==> src/rtl/dual_issue_decoder.sv <==
module dual_issue_decoder #(
  parameter int ADDR_W = 32,
  parameter int INSN_W = 32
) (
  input  logic                  clk,
  input  logic                  rst_n,
  input  logic                  pkt_valid,
  input  logic                  stall,
  input  logic [ADDR_W-1:0]     pkt_addr,
  input  logic [2*INSN_W-1:0]   pkt_data,
  output logic [INSN_W-1:0]     alu_insn,
  output logic                  alu_valid,
  output logic                  alu_class,
  output logic [INSN_W-1:0]     mem_insn,
  output logic                  mem_valid,
  output logic                  mem_class,
  output logic                  slot_err,
  output logic                  align_err,
  output logic [ADDR_W-1:0]     next_addr
);
  localparam int PKT_BYTES = (2*INSN_W)/8;
  localparam int OFF_W     = $clog2(PKT_BYTES);

  logic [INSN_W-1:0] w_lo, w_hi;
  logic lo_nop, hi_nop, lo_bad, hi_bad, misal, bad, take;

  assign w_lo   = pkt_data[INSN_W-1:0];
  assign w_hi   = pkt_data[2*INSN_W-1:INSN_W];
  assign lo_nop = (w_lo == '0);
  assign hi_nop = (w_hi == '0);
  assign lo_bad = !lo_nop &&  w_lo[INSN_W-1];
  assign hi_bad = !hi_nop && !w_hi[INSN_W-1];
  assign misal  = (pkt_addr[OFF_W-1:0] != '0);
  assign bad    = lo_bad || hi_bad || misal;
  assign take   = pkt_valid && !stall;

  always_ff @(posedge clk) begin
    if (!rst_n) begin
      alu_insn  <= '0;
      mem_insn  <= '0;
      alu_valid <= 1'b0;
      mem_valid <= 1'b0;
      slot_err  <= 1'b0;
      align_err <= 1'b0;
      next_addr <= '0;
    end else if (!stall) begin
      alu_insn  <= pkt_valid ? w_lo : '0;
      mem_insn  <= pkt_valid ? w_hi : '0;
      alu_valid <= pkt_valid && !lo_nop && !bad;
      mem_valid <= pkt_valid && !hi_nop && !bad;
      slot_err  <= pkt_valid && (lo_bad || hi_bad);
      align_err <= pkt_valid && misal;
      if (take && !misal)
        next_addr <= pkt_addr + ADDR_W'(PKT_BYTES);
    end
  end

  assign alu_class = alu_insn[INSN_W-1];
  assign mem_class = mem_insn[INSN_W-1];
endmodule


==> config.mk <==
export PLATFORM = sky130hd
export DESIGN_NAME = dual_issue_decoder
export DESIGN_NICKNAME = d
export VERILOG_FILES = /design/src/rtl/dual_issue_decoder.sv
export SDC_FILE = /design/constraint.sdc
export NUM_CORES = 1
export LEC_CHECK = 0
export ABC_AREA = 1
export BUFFER_PORTS_ARGS = -buffer_cell sky130_fd_sc_hd__buf_2
export CORE_ASPECT_RATIO = 0.9
export CORE_MARGIN = 4
export CORE_UTILIZATION = 30
export CTS_BUF_LIST = sky130_fd_sc_hd__clkbuf_4 sky130_fd_sc_hd__clkbuf_8 sky130_fd_sc_hd__clkbuf_16
export CTS_CLUSTER_DIAMETER = 80
export DETAILED_ROUTE_END_ITERATION = 8
export HOLD_SLACK_MARGIN = 0.06
export SLEW_MARGIN = 0
export SYNTH_ARGS = -nofsm -noshare
export SYNTH_HDL_FRONTEND = slang
export SYNTH_SLANG_ARGS = --single-unit
==> constraint.sdc <==
create_clock -name clk -period 1 [get_ports clk]
set_input_delay 0.05 -clock clk [delete_from_list [all_inputs] [get_ports clk]]
set_output_delay 0.05 -clock clk [all_outputs]
set_load 0.02 [all_outputs]
==> summary.md, run 1 <==
Deepest clock path buffer count: 2. After synthesis, the largest family of logic cells by area is simple AND/OR/NAND/NOR gates. In this run the vertical extent of the chip is 124 um.

Timing would allow up to 1040 MHz. The critical path startpoint category is a flop. Top cell family by delay on the critical path: flip-flops.

Summed over all cells, the static leakage comes to 0.00354 uW. After synthesis, the cell types taking the most area are sky130_fd_sc_hd__dfxtp_1, sky130_fd_sc_hd__nand2_1, sky130_fd_sc_hd__a21oi_1. The pin slew with the least headroom to its limit was 0.363 ns; the HPWL after detailed placement was 11.3 mm.

The tree is rooted in a sky130_fd_sc_hd__clkbuf_16. Critical path endpoint: next_addr[27]. Setup repair after global routing could not meet its margin everywhere. Number of nets with antenna violations after detailed routing: 0. Counting every instance in the synthesized netlist gives 656. The slowest stage of the critical path belongs to the cell sky130_fd_sc_hd__dfxtp_1. From synthesis to final layout, the design area changed by 62.8%. The tools report the number of ports placed on the die boundary as 202. After detailed routing, the number of vias per cell comes to 4.47.

Mean instance size in the synthesized netlist: 6.79 um2. The number of cells on the worst reg-to-reg path is 2. In the routed design, unresolved DRC markers number 0. The tool flagged a number of max-cap violations equal to 0. In this design, the stage delay of the slowest critical-path cell is 0.38 ns.

The largest fanout on the critical path is 2. The pre-CTS setup slack came out at -0.315 ns. The flow ran to the end, and the final reports show no timing, DRC or antenna violations. The count of endpoints failing hold in the final timing report is 0.

Summed over all nets, the switching power comes to 2510 uW. The setup check on the worst reg-to-reg path leaves a slack of 0.15 ns. The CTS buffer count is 9, and the mux share of post-synthesis cell area is 0%.

The worst register-to-register path ends at next_addr[22]. The H-tree depth is 3. Of the total synthesized cell area, the portion taken by full adders, half adders and majority gates is 0.281%. The clock net in this run drives a total of 100 sinks. Critical path startpoint: next_addr[27]. Global routing used 18.1% of the available tracks across all layers. The via count of the first global-routing pass came out at 4884. The initial utilization of the core area, before any placement, comes to 31.2%.

For this run, the register share of the synthesized area comes to 45.0%. After filler insertion, the fill cell instance count of the layout stands at 1450. The number of buffer and inverter instances along the worst setup path is 1, and the final max-slew violation count is 0. The worst hold path belongs to the class in -> reg. The data arrival time of the worst path is 0.91 ns, and the global-route wire length before repair is 24.4 mm. In this run the standard cell core region covers 0.0143 mm2.

Initial antenna violation count: 0. In the final design database the tool counted 1082 nets. The total routed wirelength was 15.5 mm. Measured against its own limit, the worst slew margin works out to 75.8%. The pin count of the biggest net entering global routing is 51. For the count of distinct cell types in the synthesized netlist, the log shows 28. The worst-case IR drop observed on VDD is 0.760 mV.

The die boundary width came out at 136 um. Input and output buffers added on the ports amount to 201. The dominant cell type by area after synthesis was sky130_fd_sc_hd__dfxtp_1. The synthesized-area fraction occupied by ao, oa, aoi and oai cells came out at 12.1%. TritonCTS built the clock tree.

The run gives 5272 as the total number of vias. The fraction of post-synthesis cell area in the top cell type by area works out to 45.0%. On the final layout, the worst hold slack is 0.0778 ns. In the finished design, the share of the clock period the worst path needs comes to 96.0%. The overall power consumption is 9160 uW. The fraction of power spent switching nets was 27.4%; the count of synthesis-stage warnings from yosys was 0. Before antenna repair, the detailed router went through 4 iterations. The clock period could shrink to 0.960 ns. Summing the areas of all and, or, nand and nor instances in the mapped netlist gives 32.8% of the synthesized area.

The congestion estimate from routability-driven global placement came to 0.882. Dividing total power by cell area gives a power density of 1260 mW/mm2. After layout, the worst setup slack is 0.0401 ns. The run gives 6650 uW as the internal power summed over all cells.

The worst setup path is captured at an output pin. The worst clock skew was 0 ns; the post-detailed-route wirelength per cell was 13.1 um. The tools report the combinational group share of total power as 16.9%. The floorplan has 41 rows. The post-route netlist has 32.9% of its cells at a drive strength greater than 1.

The die covers 0.0169 mm2. Of the total power, registers draw 45.5%. The tools report the post-synthesis instance area as 0.00445 mm2. The critical path goes through buf_2. For the worst setup path, the data required time is 0.95 ns. The critical path is of the reg -> out type. In the layout the commonest cells are sky130_fd_sc_hd__nand2_1, sky130_fd_sc_hd__buf_2, sky130_fd_sc_hd__dfxtp_1.

The synthesized netlist devotes 2.75% of its cell area to XOR and XNOR gates. The repair_antennas step left the layout with diodes totalling 0. The worst register-to-register path begins at next_addr[22].

Leaving out fill and tap cells, the most frequent cell in the layout is sky130_fd_sc_hd__nand2_1. In this run, synthesis produced a sequential element count of 100. Setup violations remaining at the end of the flow were counted as 0. The total overflow left after global routing is 0. Of the total power, the clock network draws 37.6%. The violation count after the first detailed-route iteration was 225. The net count after synthesis is 757, and the number of cells on the critical path is 1.

Clock latency on the worst-skew pair, taken at its later pin, is 0.34 ns. After clock tree synthesis, the clock-pin slew on the worst setup and hold paths is 0.07 ns.
## cell families (layout without fill, tap and decap cells)
family          Yosys count  count (layout)
compound gates          107             107
simple gates            358             358
xor+xnor                 14              14
flops                   100             100
buf+inv                  76             406
fa+ha+maj                 1               1
## what timing repair did
item | CTS | global route
pin swaps | 0 | 4
setup endpoints to repair | 3 | 12
buffers inserted | 0 | 1
gates cloned | 0 | 0
hold endpoints to repair | 65 | 0
resized for setup | 2 | 14
hold buffers | 65 | 0
## through the flow
| stage | cells | cell area (um2) | util (%) | TNS, ns |
|---|---|---|---|---|
| final | 1179 | 7250 | 50.8 | 0 |
| after global routing | 1179 | 7250 | 50.8 | -0.00156 |
| after CTS | 1179 | 7200 | 50.5 | 0 |
| after detailed placement | 1098 | 6250 | 43.8 | -8.06 |
| after global placement | 1098 | 6250 | 43.8 | -9.38 |
| after floorplan | 656 | 4480 | - | -0.0214 |
## Yosys cell counts, drive strengths merged
cell / count
a21oi: 81
xor2: 12
ha: 1
nor2: 104
nand3: 14
or2: 1
xnor2: 2
a31oi: 1
dfxtp: 100
inv: 43
nor3: 9
nand2: 214
buf: 16
o21ai: 25
clkbuf: 17
nor3b: 1
nand4: 12
nand3b: 3
## sequential cells by signal, indices dropped and copies added, names as in the netlist
register   cells
mem_insn      32
alu_valid      1
next_addr     32
mem_valid      1
alu_insn      32
slot_err       1
align_err      1
## how the worst min path moves through the flow
stage	from	endpoint	slack, ns	depth (start not counted)
after global routing	pkt_data[31]	alu_valid	0.09	4
after detailed placement	pkt_data[44]	mem_insn[12]	0.32	3
final	pkt_data[31]	alu_valid	0.08	4
after CTS	pkt_data[31]	alu_valid	0.06	4
after floorplan	pkt_addr[3]	next_addr[3]	0.14	1
after global placement	pkt_data[57]	mem_insn[25]	0.31	3
## cell type report
type / instances / area [um2] / share of cell area, %
tap: 193 / 241 / 3.33
timing repair buffer: 347 / 2350 / 32.5
clock inverter: 6 / 55.1 / 0.759
sequential: 100 / 2000 / 27.6
inverter: 43 / 161 / 2.23
multi-input combinational: 480 / 2200 / 30.3
clock buffer: 10 / 239 / 3.30
## power groups by stage
| stage | Clock, uW | Sequential [uW] | Combinational [uW] |
|---|---|---|---|
| floorplan | 0 | 4410 | 445 |
| global placement | 0 | 4260 | 1340 |
| detailed placement | 0 | 4260 | 1330 |
| CTS | 3590 | 4170 | 1530 |
| global route | 3740 | 4180 | 1690 |
| finish | 3450 | 4170 | 1550 |
## routing by layer
| layer | routed length, um | share of wire, % | vias up | GRT usage, % |
|---|---|---|---|---|
| li1 | - | - | 2729 | - |
| met1 | 7090 | 46 | 2341 | 24.7 |
| met2 | 7030 | 45 | 186 | 28.8 |
| met3 | 1160 | 7.5 | 16 | 4.19 |
| met4 | 204 | 1.3 | 0 | 4.97 |
| met5 | 0 | 0 | - | 0 |
(Power assumes the default switching activity.)
==> run 2, diff against run 1 <==
--- a/config.mk
+++ b/config.mk
@@ -5,7 +5,6 @@
 export SDC_FILE = /design/constraint.sdc
 export NUM_CORES = 1
 export LEC_CHECK = 0
-export ABC_AREA = 1
 export BUFFER_PORTS_ARGS = -buffer_cell sky130_fd_sc_hd__buf_2
 export CORE_ASPECT_RATIO = 0.9
 export CORE_MARGIN = 4
@@ -14,6 +13,7 @@
 export CTS_CLUSTER_DIAMETER = 80
 export DETAILED_ROUTE_END_ITERATION = 8
 export HOLD_SLACK_MARGIN = 0.06
+export SETUP_SLACK_MARGIN = 0.05
 export SLEW_MARGIN = 0
 export SYNTH_ARGS = -nofsm -noshare
 export SYNTH_HDL_FRONTEND = slang
==> summary.md, run 2 <==
The run finished, with violations left. The final reports fail on negative setup slack. Class of the worst hold path: in -> reg.

Sequential elements use 49.5% of the synthesized area. The final worst slack was -0.0250 ns; the post-synthesis instance area was 0.00405 mm2. Mux share of post-synthesis cell area: 0%. The dominant combinational cell family by area after synthesis was simple AND/OR/NAND/NOR gates. After the first detailed-routing iteration, the DRC count stood at 237. The die boundary width was 130 um. The startpoint identified for the worst hold timing path is rst_n.

The largest registers in the layout are alu_insn: 32 flops, mem_insn: 32 flops, next_addr: 32 flops. The number of flops mapped to enable cells by yosys came out at 0. The count of nets left with antenna violations once routing finished came out at 0. Summing the areas of all fa, ha and maj instances in the mapped netlist gives 0.309% of the synthesized area. Minimum period implied by the final worst setup slack: 1.03 ns. STA classifies the critical path startpoint as a primary input.

The reg-to-reg setup timing slack was 0.29 ns; the simple logic cell fraction of the synthesized area was 19.6%. The tools report the final max-slew violation count as 0. The number of antenna diodes in the final layout is 0. The tools report the total number of placement rows as 39. The netlist uses 35 different library cells.

The logs give 4761 for the via count of the first global-routing pass and 10.3 mm for the HPWL after detailed placement. The global-route wire length before repair was 23.3 mm. In the routed design, unresolved DRC markers number 0. For the final routed database, the setup TNS stands at -0.0493 ns. Deepest clock path buffer count: 2. The worst register-to-register path ends at mem_insn[3].

Summed over all layers, the routed wires come to 14.9 mm. Synthesis produced a netlist whose cell count is 448. For this run the aggregate overflow at the end of global routing stands at 0. The run gives 0.0129 mm2 as the total core area. The tools report the critical path data required time as 1.23 ns. Floorplan die height: 118 um. For the net count after synthesis, the log shows 549.

The leading cell type in the layout, fill and taps excluded was sky130_fd_sc_hd__buf_2. The number of iterations in the first detailed-routing pass was 4. For the number of violations of the max-capacitance limit, the log shows 0. The tools report the data arrival time of the worst path as 1.26 ns. In the final routed layout, each cell accounts on average for 15.6 um. The leakage power is 0.00344 uW, and the overall die area is 0.0154 mm2. The congestion estimate from routability-driven global placement came to 0.846.

The number of clock buffers added by TritonCTS is 9. The worst pin sits at a relative slew slack of 75.2%. After synthesis, the cell types taking the most area are sky130_fd_sc_hd__dfxtp_1, sky130_fd_sc_hd__a22oi_1, sky130_fd_sc_hd__nor2_1. Buffers placed on the I/O ports in this run total 201.

For this design, the sink count on the clock tree is 100. By count the netlist is led by sky130_fd_sc_hd__dfxtp_1, sky130_fd_sc_hd__nor2_1, sky130_fd_sc_hd__a22oi_1. The capturing element type of the critical path is a flop.

Setup repair after global routing could not meet its margin everywhere. For the largest vdd supply drop, the log shows 1.09 mV. Of all cell types, the one taking the most synthesized area is sky130_fd_sc_hd__dfxtp_1. The share of flip-flops with an asynchronous set or reset is 0%, and the xor/xnor cell area share of the yosys netlist is 5.84%.

The number of ports placed on the die boundary is 202. In this run the critical register-to-register path is launched from mem_insn[3]. The pin slew with the least headroom to its limit was 0.372 ns. Among all flip-flop cells after synthesis, the most frequent one is sky130_fd_sc_hd__dfxtp_1. TritonCTS built the clock tree.

The initial antenna violation count is 0. The share of final-layout standard cells stronger than drive strength 1 is 45.6%, and the clock-pin transition on the worst setup and hold timing paths is 0.07 ns. The power per cell area was 1300 mW/mm2. Via density per instance: 4.88. For this run, the post-layout net count is 888. Global routing used 18.7% of the available tracks across all layers. The worst register-to-register path has a depth of 2.

The synthesized-area fraction occupied by ao, oa, aoi and oai cells is 19.5%, and the pin count of the biggest net entering global routing is 44. In this run the number of H-tree levels came out at 3. The cell depth of the worst min-delay path was 3. Start-to-end type of the worst setup path: in -> reg. The tools report the count of endpoints failing hold in the final timing report as 0. Detailed routing inserted a total of 4665 vias. Final setup violation count: 3. Library cell with the highest instance count after synthesis: sky130_fd_sc_hd__dfxtp_1. The initial utilization of the core area, before any placement, comes to 31.3%. In the layout the commonest cells are sky130_fd_sc_hd__buf_2, sky130_fd_sc_hd__buf_4, sky130_fd_sc_hd__dfxtp_1. The final cycle utilization of the critical path works out to 103%.

The clock latency on the worst-skew pair is 0.34 ns. The root buffer cell chosen for the clock tree is sky130_fd_sc_hd__clkbuf_16. A synthesized cell averages 9.03 um2. The endpoint with the worst hold slack is alu_insn[0].

The count of state elements after synthesis is 100, and the area overhead of the layout relative to synthesis is 83.4%. The tools report the worst clock skew as 0 ns. The count of synthesis-stage warnings from yosys came out at 0.

Largest fanout on the critical path: 4. The share of synthesized area in the top cell type comes to 49.5%. The overall power consumption is 9670 uW, and the maximum clock rate is 976 MHz.
## run 2: cell families (layout without fill, tap and decap cells)
kind of cell	Yosys count	in the layout
DFF	100	100
and+or+nand+nor	153	154
adders and majority gates	1	1
AOI/OAI and AO/OA	119	119
buffers and inverters	48	391
xor gates and xnor gates	27	27
## run 2: critical path, cell delays in order
cell                      delay (ns)
sky130_fd_sc_hd__buf_8          0.09
sky130_fd_sc_hd__ha_4           0.13
sky130_fd_sc_hd__nand4_1        0.11
sky130_fd_sc_hd__or2_4          0.33
sky130_fd_sc_hd__buf_12         0.14
sky130_fd_sc_hd__nor4_4         0.17
sky130_fd_sc_hd__xnor2_1        0.16
sky130_fd_sc_hd__a21oi_1        0.08
## run 2: metal layers
layer	wire, um	track usage, %
met2	7840	33.2
met1	5880	21.1
met4	394	7.33
met5	0	0
met3	824	4.74
## run 2: power breakdown
group | switching, uW | internal [uW] | total, uW | leakage (uW)
sequential | 72.4 | 4110 | 4180 | 0.000816
clock | 1560 | 2280 | 3840 | 0.000160
combinational | 792 | 850 | 1640 | 0.00247
## run 2: stage by stage
stage                     hold WS, ns  setup slack, ns  util (%)  cells  area, um2
after floorplan                 0.146           -0.187         -    448       4310
after global placement          0.294           -0.368      46.0    857       5950
after detailed placement        0.308           -0.411      46.0    857       5950
after CTS                      0.0605           0.0213      55.2    952       7140
after global routing           0.0884          -0.0885      57.4    956       7420
final                          0.0749          -0.0250      57.4    956       7420
## run 2: repair_timing
action | in CTS | in global routing
hold buffers | 67 | 0
gates resized for setup | 32 | 70
endpoints found under the setup margin | 25 | 58
pin swaps | 15 | 22
setup buffers | 11 | 4
hold endpoints to repair | 67 | 0
gates cloned | 1 | 0
## run 2: area by class of cell
cell class	count	area (um2)
repair buffers	364	2700
fillers	1105	5510
well taps	164	205
clock inverters	6	93.8
multi-input cells	301	2140
flip-flops and latches	100	2010
inverters	11	41.3
clock buffers	10	239
## run 2: worst max path at each step
stage	startpoint	to
final	pkt_addr[4]	next_addr[29]
after global placement	pkt_addr[3]	next_addr[19]
after detailed placement	pkt_addr[3]	next_addr[29]
after CTS	pkt_addr[4]	next_addr[29]
after floorplan	pkt_addr[22]	next_addr[31]
after global routing	pkt_addr[4]	next_addr[25]
